--- config.mk ---
export PLATFORM = sky130hd
export DESIGN_NAME = dual_serial_regport
export DESIGN_NICKNAME = d
export VERILOG_FILES = /design/src/rtl/dsrp_pkg.sv /design/src/rtl/dsrp_sync.sv /design/src/rtl/dsrp_shifter.sv /design/src/rtl/dsrp_regfile.sv /design/src/rtl/dual_serial_regport.sv
export SDC_FILE = /design/constraint.sdc
export NUM_CORES = 1
export LEC_CHECK = 0
export CORE_MARGIN = 8
export CORE_UTILIZATION = 24
export CTS_CLUSTER_DIAMETER = 200
export DETAILED_ROUTE_END_ITERATION = 12
export GPL_ROUTABILITY_DRIVEN = 0
export HOLD_SLACK_MARGIN = 0.05
export PLACE_DENSITY = 0.37
export SETUP_SLACK_MARGIN = 0.2
export SLEW_MARGIN = 40
export SYNTH_ARGS = -nofsm -noshare
export SYNTH_HDL_FRONTEND = slang
export SYNTH_SLANG_ARGS = --single-unit
--- constraint.sdc ---
create_clock -name clk -period 3.8 [get_ports clk]
set_input_delay 0.57 -clock clk [delete_from_list [all_inputs] [get_ports clk]]
set_output_delay 0.57 -clock clk [all_outputs]
set_load 0.02 [all_outputs]
--- src/rtl/dsrp_pkg.sv ---
package dsrp_pkg;

  typedef enum logic {
    PH_HEADER,
    PH_PAYLOAD
  } frame_phase_e;

  typedef struct packed {
    logic       wr;
    logic [6:0] loc;
  } header_t;

endpackage

--- src/rtl/dsrp_sync.sv ---
module dsrp_sync #(
  parameter int STAGES = 2
) (
  input  logic clk,
  input  logic rst,
  input  logic sclk,
  input  logic ce,
  input  logic sdi,
  output logic sclk_s,
  output logic ce_s,
  output logic sdi_s
);

  logic [2:0] pipe [STAGES];

  always_ff @(posedge clk) begin
    if (rst) begin
      for (int i = 0; i < STAGES; i++) pipe[i] <= '0;
    end else begin
      pipe[0] <= {sclk, ce, sdi};
      for (int i = 1; i < STAGES; i++) pipe[i] <= pipe[i-1];
    end
  end

  assign {sclk_s, ce_s, sdi_s} = pipe[STAGES-1];

endmodule

--- src/rtl/dsrp_shifter.sv ---
module dsrp_shifter (
  input  logic       clk,
  input  logic       rst,
  input  logic       spi_mode,
  input  logic       sclk_s,
  input  logic       ce_s,
  input  logic       sdi_s,
  input  logic [7:0] tx_data,
  output logic [7:0] byte_q,
  output logic       byte_stb,
  output logic       sdo
);

  logic       idle_lvl;
  logic       sclk_d;
  logic       ce_d;
  logic [2:0] bit_cnt;
  logic [7:0] rx_sh;
  logic [7:0] tx_byte;
  logic       edge_seen;
  logic       cap_edge;
  logic       launch_edge;
  logic [7:0] rx_next;

  function automatic logic pick_bit(input logic [7:0] b, input logic [2:0] n,
                                    input logic msb_first);
    return msb_first ? b[3'd7 - n] : b[n];
  endfunction

  assign edge_seen   = sclk_s ^ sclk_d;
  assign cap_edge    = ce_s && ce_d && edge_seen && (sclk_s != idle_lvl);
  assign launch_edge = ce_s && ce_d && edge_seen && (sclk_s == idle_lvl);
  assign rx_next     = spi_mode ? {rx_sh[6:0], sdi_s} : {sdi_s, rx_sh[7:1]};

  always_ff @(posedge clk) begin
    if (rst) begin
      idle_lvl <= 1'b0;
      sclk_d   <= 1'b0;
      ce_d     <= 1'b0;
      bit_cnt  <= '0;
      rx_sh    <= '0;
      tx_byte  <= '0;
      byte_q   <= '0;
      byte_stb <= 1'b0;
      sdo      <= 1'b0;
    end else begin
      sclk_d   <= sclk_s;
      ce_d     <= ce_s;
      byte_stb <= 1'b0;
      if (ce_s && !ce_d) idle_lvl <= sclk_s;
      if (!ce_s) begin
        bit_cnt <= '0;
      end else if (cap_edge) begin
        rx_sh   <= rx_next;
        bit_cnt <= bit_cnt + 3'd1;
        if (bit_cnt == 3'd7) begin
          byte_q   <= rx_next;
          byte_stb <= 1'b1;
        end
      end
      if (launch_edge) begin
        if (bit_cnt == 3'd0) begin
          tx_byte <= tx_data;
          sdo     <= pick_bit(tx_data, bit_cnt, spi_mode);
        end else begin
          sdo     <= pick_bit(tx_byte, bit_cnt, spi_mode);
        end
      end
    end
  end

  // a whole byte needs eight distinct capture edges, so strobes never abut
  byte_spacing_chk: assert property (@(posedge clk) disable iff (rst)
    byte_stb |=> !byte_stb);

  // with the frame closed no byte can complete
  abort_no_byte_chk: assert property (@(posedge clk) disable iff (rst)
    !ce_s |=> !byte_stb);

endmodule

--- src/rtl/dsrp_regfile.sv ---
module dsrp_regfile #(
  parameter int LOC_W     = 7,
  parameter int CLK_REGS  = 32,
  parameter int RW_REGS   = 16,
  parameter int TIME_REGS = 7,
  parameter int RAM_WORDS = 96
) (
  input  logic             clk,
  input  logic             rst,
  input  logic             tick,
  input  logic             snap_req,
  input  logic             we,
  input  logic [LOC_W-1:0] waddr,
  input  logic [7:0]       wdata,
  input  logic [LOC_W-1:0] raddr,
  output logic [7:0]       rd_data
);

  localparam int               LIVE_AW  = $clog2(RW_REGS);
  localparam int               SNAP_AW  = $clog2(TIME_REGS);
  localparam int               RAM_AW   = $clog2(RAM_WORDS);
  localparam logic [LOC_W-1:0] CLK_LIM  = LOC_W'(CLK_REGS);
  localparam logic [LOC_W-1:0] RW_LIM   = LOC_W'(RW_REGS);
  localparam logic [LOC_W-1:0] TIME_LIM = LOC_W'(TIME_REGS);
  localparam logic [LOC_W:0]   RAM_SPAN = (LOC_W+1)'(RAM_WORDS);

  logic [7:0]       live [RW_REGS];
  logic [7:0]       snap [TIME_REGS];
  logic [7:0]       ram  [RAM_WORDS];
  logic [7:0]       ram_q;
  logic [7:0]       clk_q;
  logic             sel_ram;
  logic [LOC_W-1:0] woff;
  logic [LOC_W-1:0] roff;
  logic             whit;
  logic             rhit;

  assign woff = waddr - CLK_LIM;
  assign roff = raddr - CLK_LIM;
  assign whit = (waddr >= CLK_LIM) && ({1'b0, woff} < RAM_SPAN);
  assign rhit = (raddr >= CLK_LIM) && ({1'b0, roff} < RAM_SPAN);

  // live counters: the tick bumps location zero, a host write overrides it
  always_ff @(posedge clk) begin
    if (rst) begin
      for (int i = 0; i < RW_REGS; i++) live[i] <= '0;
    end else begin
      if (tick) live[0] <= live[0] + 8'd1;
      for (int i = 0; i < RW_REGS; i++)
        if (we && waddr == LOC_W'(i)) live[i] <= wdata;
    end
  end

  always_ff @(posedge clk) begin
    if (rst) begin
      for (int i = 0; i < TIME_REGS; i++) snap[i] <= '0;
    end else if (snap_req) begin
      for (int i = 0; i < TIME_REGS; i++) snap[i] <= live[i];
    end
  end

  // block-RAM style: synchronous write, registered read, no reset
  always_ff @(posedge clk) begin
    if (we && whit) ram[woff[RAM_AW-1:0]] <= wdata;
    ram_q <= ram[rhit ? roff[RAM_AW-1:0] : '0];
  end

  always_ff @(posedge clk) begin
    if (rst) begin
      clk_q   <= '0;
      sel_ram <= 1'b0;
    end else begin
      sel_ram <= rhit;
      if (raddr < TIME_LIM)    clk_q <= snap[raddr[SNAP_AW-1:0]];
      else if (raddr < RW_LIM) clk_q <= live[raddr[LIVE_AW-1:0]];
      else                     clk_q <= '0;
    end
  end

  assign rd_data = sel_ram ? ram_q : clk_q;


  write_beats_tick_chk: assert property (@(posedge clk) disable iff (rst)
    (we && waddr == '0) |=> live[0] == $past(wdata));


  snap_frozen_chk: assert property (@(posedge clk) disable iff (rst)
    (tick && !snap_req) |=> snap[0] == $past(snap[0]));

endmodule

--- src/rtl/dual_serial_regport.sv ---
module dual_serial_regport #(
  parameter int SYNC_STAGES = 2,
  parameter int CLK_REGS    = 32,
  parameter int RW_REGS     = 16,
  parameter int TIME_REGS   = 7,
  parameter int RAM_WORDS   = 96
) (
  input  logic clk,
  input  logic rst,
  input  logic spi_mode,
  input  logic ce,
  input  logic sclk,
  input  logic sdi,
  input  logic tick,
  output logic sdo,
  output logic sdo_oe
);

  import dsrp_pkg::*;

  localparam int               LOC_W    = 7;
  localparam logic [LOC_W-1:0] CLK_LIM  = LOC_W'(CLK_REGS);
  localparam logic [LOC_W-1:0] CLK_LAST = LOC_W'(CLK_REGS - 1);
  localparam logic [LOC_W-1:0] RAM_LAST = LOC_W'(CLK_REGS + RAM_WORDS - 1);

  logic             sclk_s, ce_s, sdi_s;
  logic [7:0]       byte_q;
  logic             byte_stb;
  logic [7:0]       rd_data;
  frame_phase_e     phase;
  logic             dir_wr;
  logic [LOC_W-1:0] ptr;
  logic [LOC_W-1:0] ptr_next;
  header_t          hdr;
  logic             snap_req;
  logic             we;
  logic             stepping;

  dsrp_sync #(.STAGES(SYNC_STAGES)) u_sync (
    .clk(clk), .rst(rst), .sclk(sclk), .ce(ce), .sdi(sdi),
    .sclk_s(sclk_s), .ce_s(ce_s), .sdi_s(sdi_s)
  );

  dsrp_shifter u_shift (
    .clk(clk), .rst(rst), .spi_mode(spi_mode),
    .sclk_s(sclk_s), .ce_s(ce_s), .sdi_s(sdi_s),
    .tx_data(rd_data), .byte_q(byte_q), .byte_stb(byte_stb), .sdo(sdo)
  );

  dsrp_regfile #(
    .LOC_W(LOC_W), .CLK_REGS(CLK_REGS), .RW_REGS(RW_REGS),
    .TIME_REGS(TIME_REGS), .RAM_WORDS(RAM_WORDS)
  ) u_regs (
    .clk(clk), .rst(rst), .tick(tick), .snap_req(snap_req),
    .we(we), .waddr(ptr), .wdata(byte_q), .raddr(ptr), .rd_data(rd_data)
  );

  assign hdr      = header_t'(byte_q);
  assign snap_req = byte_stb && (phase == PH_HEADER) && !hdr.wr;
  assign stepping = byte_stb && (phase == PH_PAYLOAD);
  assign we       = stepping && dir_wr;

  // each window wraps onto its own first location
  always_comb begin
    if (ptr < CLK_LIM) ptr_next = (ptr == CLK_LAST) ? '0 : ptr + 1'b1;
    else               ptr_next = (ptr == RAM_LAST) ? CLK_LIM : ptr + 1'b1;
  end

  always_ff @(posedge clk) begin
    if (rst) begin
      phase  <= PH_HEADER;
      dir_wr <= 1'b0;
      ptr    <= '0;
    end else if (!ce_s) begin
      phase  <= PH_HEADER;
      dir_wr <= 1'b0;
    end else if (byte_stb) begin
      if (phase == PH_HEADER) begin
        phase  <= PH_PAYLOAD;
        dir_wr <= hdr.wr;
        ptr    <= hdr.loc;
      end else begin
        ptr <= ptr_next;
      end
    end
  end

  always_ff @(posedge clk) begin
    if (rst) sdo_oe <= 1'b0;
    else     sdo_oe <= ce_s && (phase == PH_PAYLOAD) && (spi_mode || !dir_wr);
  end


  oe_closed_chk: assert property (@(posedge clk) disable iff (rst)
    !ce_s |=> !sdo_oe);


  oe_header_chk: assert property (@(posedge clk) disable iff (rst)
    (phase == PH_HEADER) |=> !sdo_oe);


  clk_window_wrap_chk: assert property (@(posedge clk) disable iff (rst)
    (stepping && ptr < CLK_LIM) |=> ptr < CLK_LIM);


  ram_window_wrap_chk: assert property (@(posedge clk) disable iff (rst)
    (stepping && ptr >= CLK_LIM) |=> ptr >= CLK_LIM);

endmodule

# == Yosys cells after proc, flatten, opt, wreduce, memory -nomap -nowiden ==
# Memories as Yosys holds them, arrays and structs flattened. A register that Yosys moved wholly into a read port is not among the register bits.
# Cells that the tools add are included.
# word_totals
ff_bits,51
n_memories,4
word_cells,233
in_bits,7
mem_bits_rw,958
# memory_table
name,depth,width,read_ports,rd_clocked_by_memory_dff,wr,line,source
u_regs.ram,96,8,1,1,1,dsrp_regfile.sv:29,logic [7:0] ram [RAM_WORDS];
u_regs.live,16,8,8,1,16,dsrp_regfile.sv:27,logic [7:0] live [RW_REGS];
u_regs.snap,7,8,1,1,7,dsrp_regfile.sv:28,logic [7:0] snap [TIME_REGS];
u_sync.pipe,2,3,2,0,2,dsrp_sync.sv:14,logic [2:0] pipe [STAGES];
# classes
order_cmp,7
n_addsub,5
eq_ne,20
n_reduce_logical,42
mux,110
n_bitwise,30
# op_table
operator,count
$mux 8,28
$mux 1,67
$eq 7x4->1 const B,8
$mux 7,5
$logic_and 1x1->1,29
$eq 7x3->1 const B,4
$or 1x1->1,26
$eq 7x2->1 const B,2
$bmux 1 s3,4
$mux 3,4
$add 8x1->8 const B,1
$lt 3x4->1 const B,2
$mux 4,2
$reduce_and 2->1,4
$add 7x1->7 const B,1
$eq 7x1->1 const B,1
$eq 7x5->1 const B,1
$eq 7x7->1 const B,1
$ge 7x6->1 const B,1
$logic_not 7->1,1
$lt 7x3->1 const B,1
$lt 7x5->1 const B,1
$lt 7x6->1 const B,1
$lt 7x7->1 const B,1
other kinds (14),18

# == Longest topological paths before layout ==
# logic_depth
word_depth,7
mapped_depth,11

# == Hierarchy ==
# A second synthesis with hierarchy kept.
# unflattened
hier_cells,2709
area_unflattened_um2,41840.1
# by_module_without_submodules
module,instances,seq_area_each_um2,area_each_um2,cells_each
dsrp_regfile,1,28847.7,39559.2,2464
dsrp_shifter,1,640.6,1516.5,161
dual_serial_regport,1,200.2,606.8,72
dsrp_sync,1,120.1,157.7,12

# == Worst setup path before layout ==
# No wires, ideal clock.
# synth_timing
path_type,reg2reg
startpoint,reg u_shift.byte_q[7]
endpoint,"mem u_regs.snap[0][0], enable pin"
path_stages_with_launch,3
setup_ns,0.391
arrival_ns,2.326
path_slack_ns,1.084
n_path_buf,0
cell_sequence,dfxtp_1 > nor2b_1 > or2_2
# synth_lines
element,line,source
start: declaration,dsrp_shifter.sv:9,"output logic [7:0] byte_q,"
start signal: assignment,dsrp_shifter.sv:57,byte_q <= rx_next;
end: declaration,dsrp_regfile.sv:28,

# == Worst setup path in the final report ==
# layout_timing
startpoint,reg ptr[2]
endpoint,reg u_regs.ram_q[4] (read register of u_regs.ram)
# layout_between
elab_chain_cells,4
elab_cells_between_ends,5
# layout_lines
element,line,source
start: declaration,dual_serial_regport.sv:32,logic [LOC_W-1:0] ptr;
start signal: assignment,dual_serial_regport.sv:81,ptr <= hdr.loc;
start signal: assignment,dual_serial_regport.sv:83,ptr <= ptr_next;
$sub 7x6->7,dsrp_regfile.sv:39,assign roff = raddr - CLK_LIM;
$lt 7x7->1,dsrp_regfile.sv:41,"assign rhit = (raddr >= CLK_LIM) && ({1'b0, roff} < RAM_SPAN);"
$logic_and 1x1->1,dsrp_regfile.sv:41,
$mux 7 (*),dsrp_regfile.sv:65,ram_q <= ram[rhit ? roff[RAM_AW-1:0] : '0];
end: declaration,dsrp_regfile.sv:30,logic [7:0] ram_q;
# Mark *: on every way between the ends. The rest lies on a longest branch, timed or not.
# A chain may end at the register's enable or synchronous reset.

==> results.yml <==
outcome:
  status: "finished clean"
logic_synthesis:
  synth_area_per_cell_um2: 15.5
  async_flop_share_pct: 0
  synth_cell_types: 81
  synth_top_area_cell: "edfxtp_1"
  yosysSeqAreaShare_pct: 71.4
  synth.area.top_cells: "edfxtp_1 (68%), mux4_2 (6.2%), dfxtp_1 (3.7%)"
  synth.net_count: 2716
  postSynthCellCount: 2701
  ys.flop_type: "edfxtp_1"
  ys_warn_count: 0
  synth-edff-count: 944
  synth_top_area_share_pct: 67.7
  ys_seq_elements: 1021
  synth_area_mm2: 0.0419
cells_and_area:
  utilization_pct: 28.4
  areaGrowthSynthToFinish_pct: 18.0
  drive_gt1_share_pct: 20.4
  layout.area.seq_mm2: 0.0299
  multi_input_area_mm2: 0.0110
  finalInstanceArea_mm2: 0.0494
  final_nets: 2884
  final_common_cell: "edfxtp_1"
  layout_common_cells: "edfxtp_1 (944), nor2_1 (327), buf_4 (207)"
  nFillCells: 17400
worst_setup_path:
  crit_arrival_ns: 3.97
  cp_top_family: "compound AO/OA/AOI/OAI gates"
  crit_chain: "buf_12 -> mux4_2 -> o21ai_0 -> o21ai_0 -> o311ai_1 -> o211ai_1"
  slowest_stage: "dfxtp_4"
  cp_common_cell: "o21ai_0"
  slowest_delay_ns: 0.83
  crit_path_end: "u_regs.ram_q[4]"
  crit_cells: 6
  path_max_fanout: 32
  worstReg2RegEnd: "u_regs.ram_q[4]"
  ff2ff_setup_slack_ns: 0.42
  worstPathRequired_ns: 4.38
  startpoint_type: "flip-flop"
  worst-path-buf-inv: 1
  r2r_start: "ptr[2]"
  rr_worst_depth: 6
  crit_type: "reg -> reg"
  crit_start: "ptr[2]"
  worst_setup_path_end_kind: "flip-flop"
floorplanning:
  die_h_um: 434
  rows: 153
  die_area_mm2: 0.188
  start_util_pct: 24.1
  fp.dieW_um: 434
  top_level_ports: 9
  placeableCoreArea_mm2: 0.174
global_route:
  antenna_found_initial: 7
  grt_overflow: 0
  grtUsageTotal_pct: 14.6
  grt_pass1_vias: 25500
  grt_pass1_wl_mm: 198
  grt_max_degree: 68
timing:
  final_hold_viol_count: 0
  tightest_slew_ns: 0.842
  min_period_ns: 3.38
  fin_crit_sh_pct: 89.0
  worst_slack_ns: 0.420
  rsz0062_at_grt: "false"
  fin_setup_tns_ns: 0
  skew_ns: 0.0581
  drv_slew: 0
  fmax_ghz: 0.296
  relSlewSlack_pct: 43.4
  setup_violations: 0
routing:
  via_count: 24800
  remaining_drc_errors: 0
  wl_met2_mm: 66.3
  wl_per_cell_um: 26.5
  wl_met3_mm: 7.46
  wl_mm: 140
  drt_iter0_markers: 2194
  drtAntennaViolNets: 0
  top_layer: "met4"
  drtPass1Iterations: 7
  wl_met1_mm: 62.2
  via_per_inst: 4.68
pwr:
  pwr-share-seq_pct: 53.7
  pwr-share-clk_pct: 45.6
  peakVddDrop_mv: 0.348
  powerDensity_mw_per_mm2: 462
  leakage_uw: 0.0154
  p_comb_share_pct: 0.8
  power.internal_uw: 18100
  p_switching_uw: 4710
  p_sw_share_pct: 20.6
clocking:
  cts_resized: 0
  clk_pin_slew_ns: 0.06
  clk_latency_ns: 0.73
  cts.sinks: 1021
  numCtsBuffers: 113
  ctsHoldBuffers: 0
  cts.root.buffer_cell: "clkbuf_16"
  cts_buffer_depth: 3
  post_cts_buffers: 0
  tritoncts: "yes"
  cts_max_level: 3
placed_design:
  dpl.hpwl_mm: 91.5
  place_area_mm2: 0.0459
  pre_cts_slack_ns: 0.534
  numPortBuffers: 8
hold_path:
  hp-class: "in -> reg"
flow_run:
  drv_cap: 0
[per-layer routing]
layer	track usage (%)	vias up
li1	-	10800
met3	2.58	173
met1	19.6	13000
met4	4.54	0
met2	24.0	752
met5	0	-
[layout make-up]
class                   count  area share [%]
repair buffers            233            4.06
multi-input cells        1477            22.2
clock inverters            62           0.854
well taps                2325            5.89
flip-flops and latches   1021            60.6
clock buffers             146            6.19
diodes                      4          0.0203
inverters                  23           0.175
[worst register-to-register path, cell delays in order (launching register included)]
cell	delay [ns]
dfxtp_4	0.83
buf_12	0.30
mux4_2	0.57
o21ai_0	0.51
o21ai_0	0.26
o311ai_1	0.59
o211ai_1	0.18
[state kept, by name, indices dropped and copies added (netlist names), 7 cells and up, named ones only]
| signal | count |
|---|---|
| u_shift.byte_q | 8 |
| u_regs.live | 128 |
| u_shift.tx_byte | 8 |
| u_regs.clk_q | 8 |
| ptr | 7 |
| u_regs.snap | 56 |
| u_regs.ram_q | 8 |
| u_shift.rx_sh | 8 |
| u_regs.ram | 768 |
[power groups by stage]
| stage | combinational [µW] | sequential, µW | clock, µW |
|---|---|---|---|
| final | 177 | 12200 | 10400 |
| after global routing | 191 | 12300 | 11100 |
| after CTS | 180 | 12200 | 10700 |
| after detailed placement | 180 | 12500 | 0 |
| after global placement | 178 | 12500 | 0 |
| after floorplan | 115 | 12500 | 0 |
[Yosys cell counts, drive strengths merged (6+ instances only)]
library cell	n
a221oi	11
mux2i	125
nand3	47
o221ai	31
a31oi	18
nor2	340
nand2b	23
and3	6
o21ai	95
a211oi	48
buf	130
a21oi	95
dfxtp	77
o21a	17
nand4	9
mux2	50
inv	22
a2111oi	7
clkbuf	50
o2111ai	11
a22oi	6
mux4	118
o31ai	9
edfxtp	944
nor3	25
o22ai	58
nor2b	24
o211ai	21
nand2	152
or3	6
ha	8
and2	53
[logic make-up (layout without fill, tap and decap cells)]
group           Yosys count  after routing  share of synthesized area [%]
mux                     293            293                           10.7
flops                  1021           1021                           71.4
xor+xnor                  7              7                          0.146
compound gates          467            467                           7.43
simple gates            702            702                           7.54
other cells               0              4                              0
fa+ha+maj                 8              8                          0.239
buf+inv                 203            464                           2.53
[stage by stage]
step / std cells / hold slack (ns) / total power, µW
6_report: 5291 / 0.413 / 22800
5_1_grt: 5289 / 0.385 / 23500
4_1_cts: 5287 / 0.332 / 23100
3_5_place_dp: 5079 / 0.430 / 12700
3_3_place_gp: 5077 / 0.435 / 12700
2_1_floorplan: 2701 / 0.414 / 12600
[worst min path at each step]
stage / start / endpoint / slack (ns) / depth (start not counted)
final: rst / u_regs.clk_q[4] / 0.41 / 2
after floorplan: u_sync.pipe[0][0] / u_sync.pipe[0][3] / 0.41 / 1
after detailed placement: u_sync.pipe[0][0] / u_sync.pipe[0][3] / 0.43 / 1
after CTS: rst / u_regs.clk_q[4] / 0.33 / 2
after global routing: rst / u_regs.clk_q[5] / 0.38 / 2
after global placement: u_sync.pipe[0][1] / u_sync.pipe[0][4] / 0.43 / 1
No activity file was read; power rests on OpenSTA's default activity.
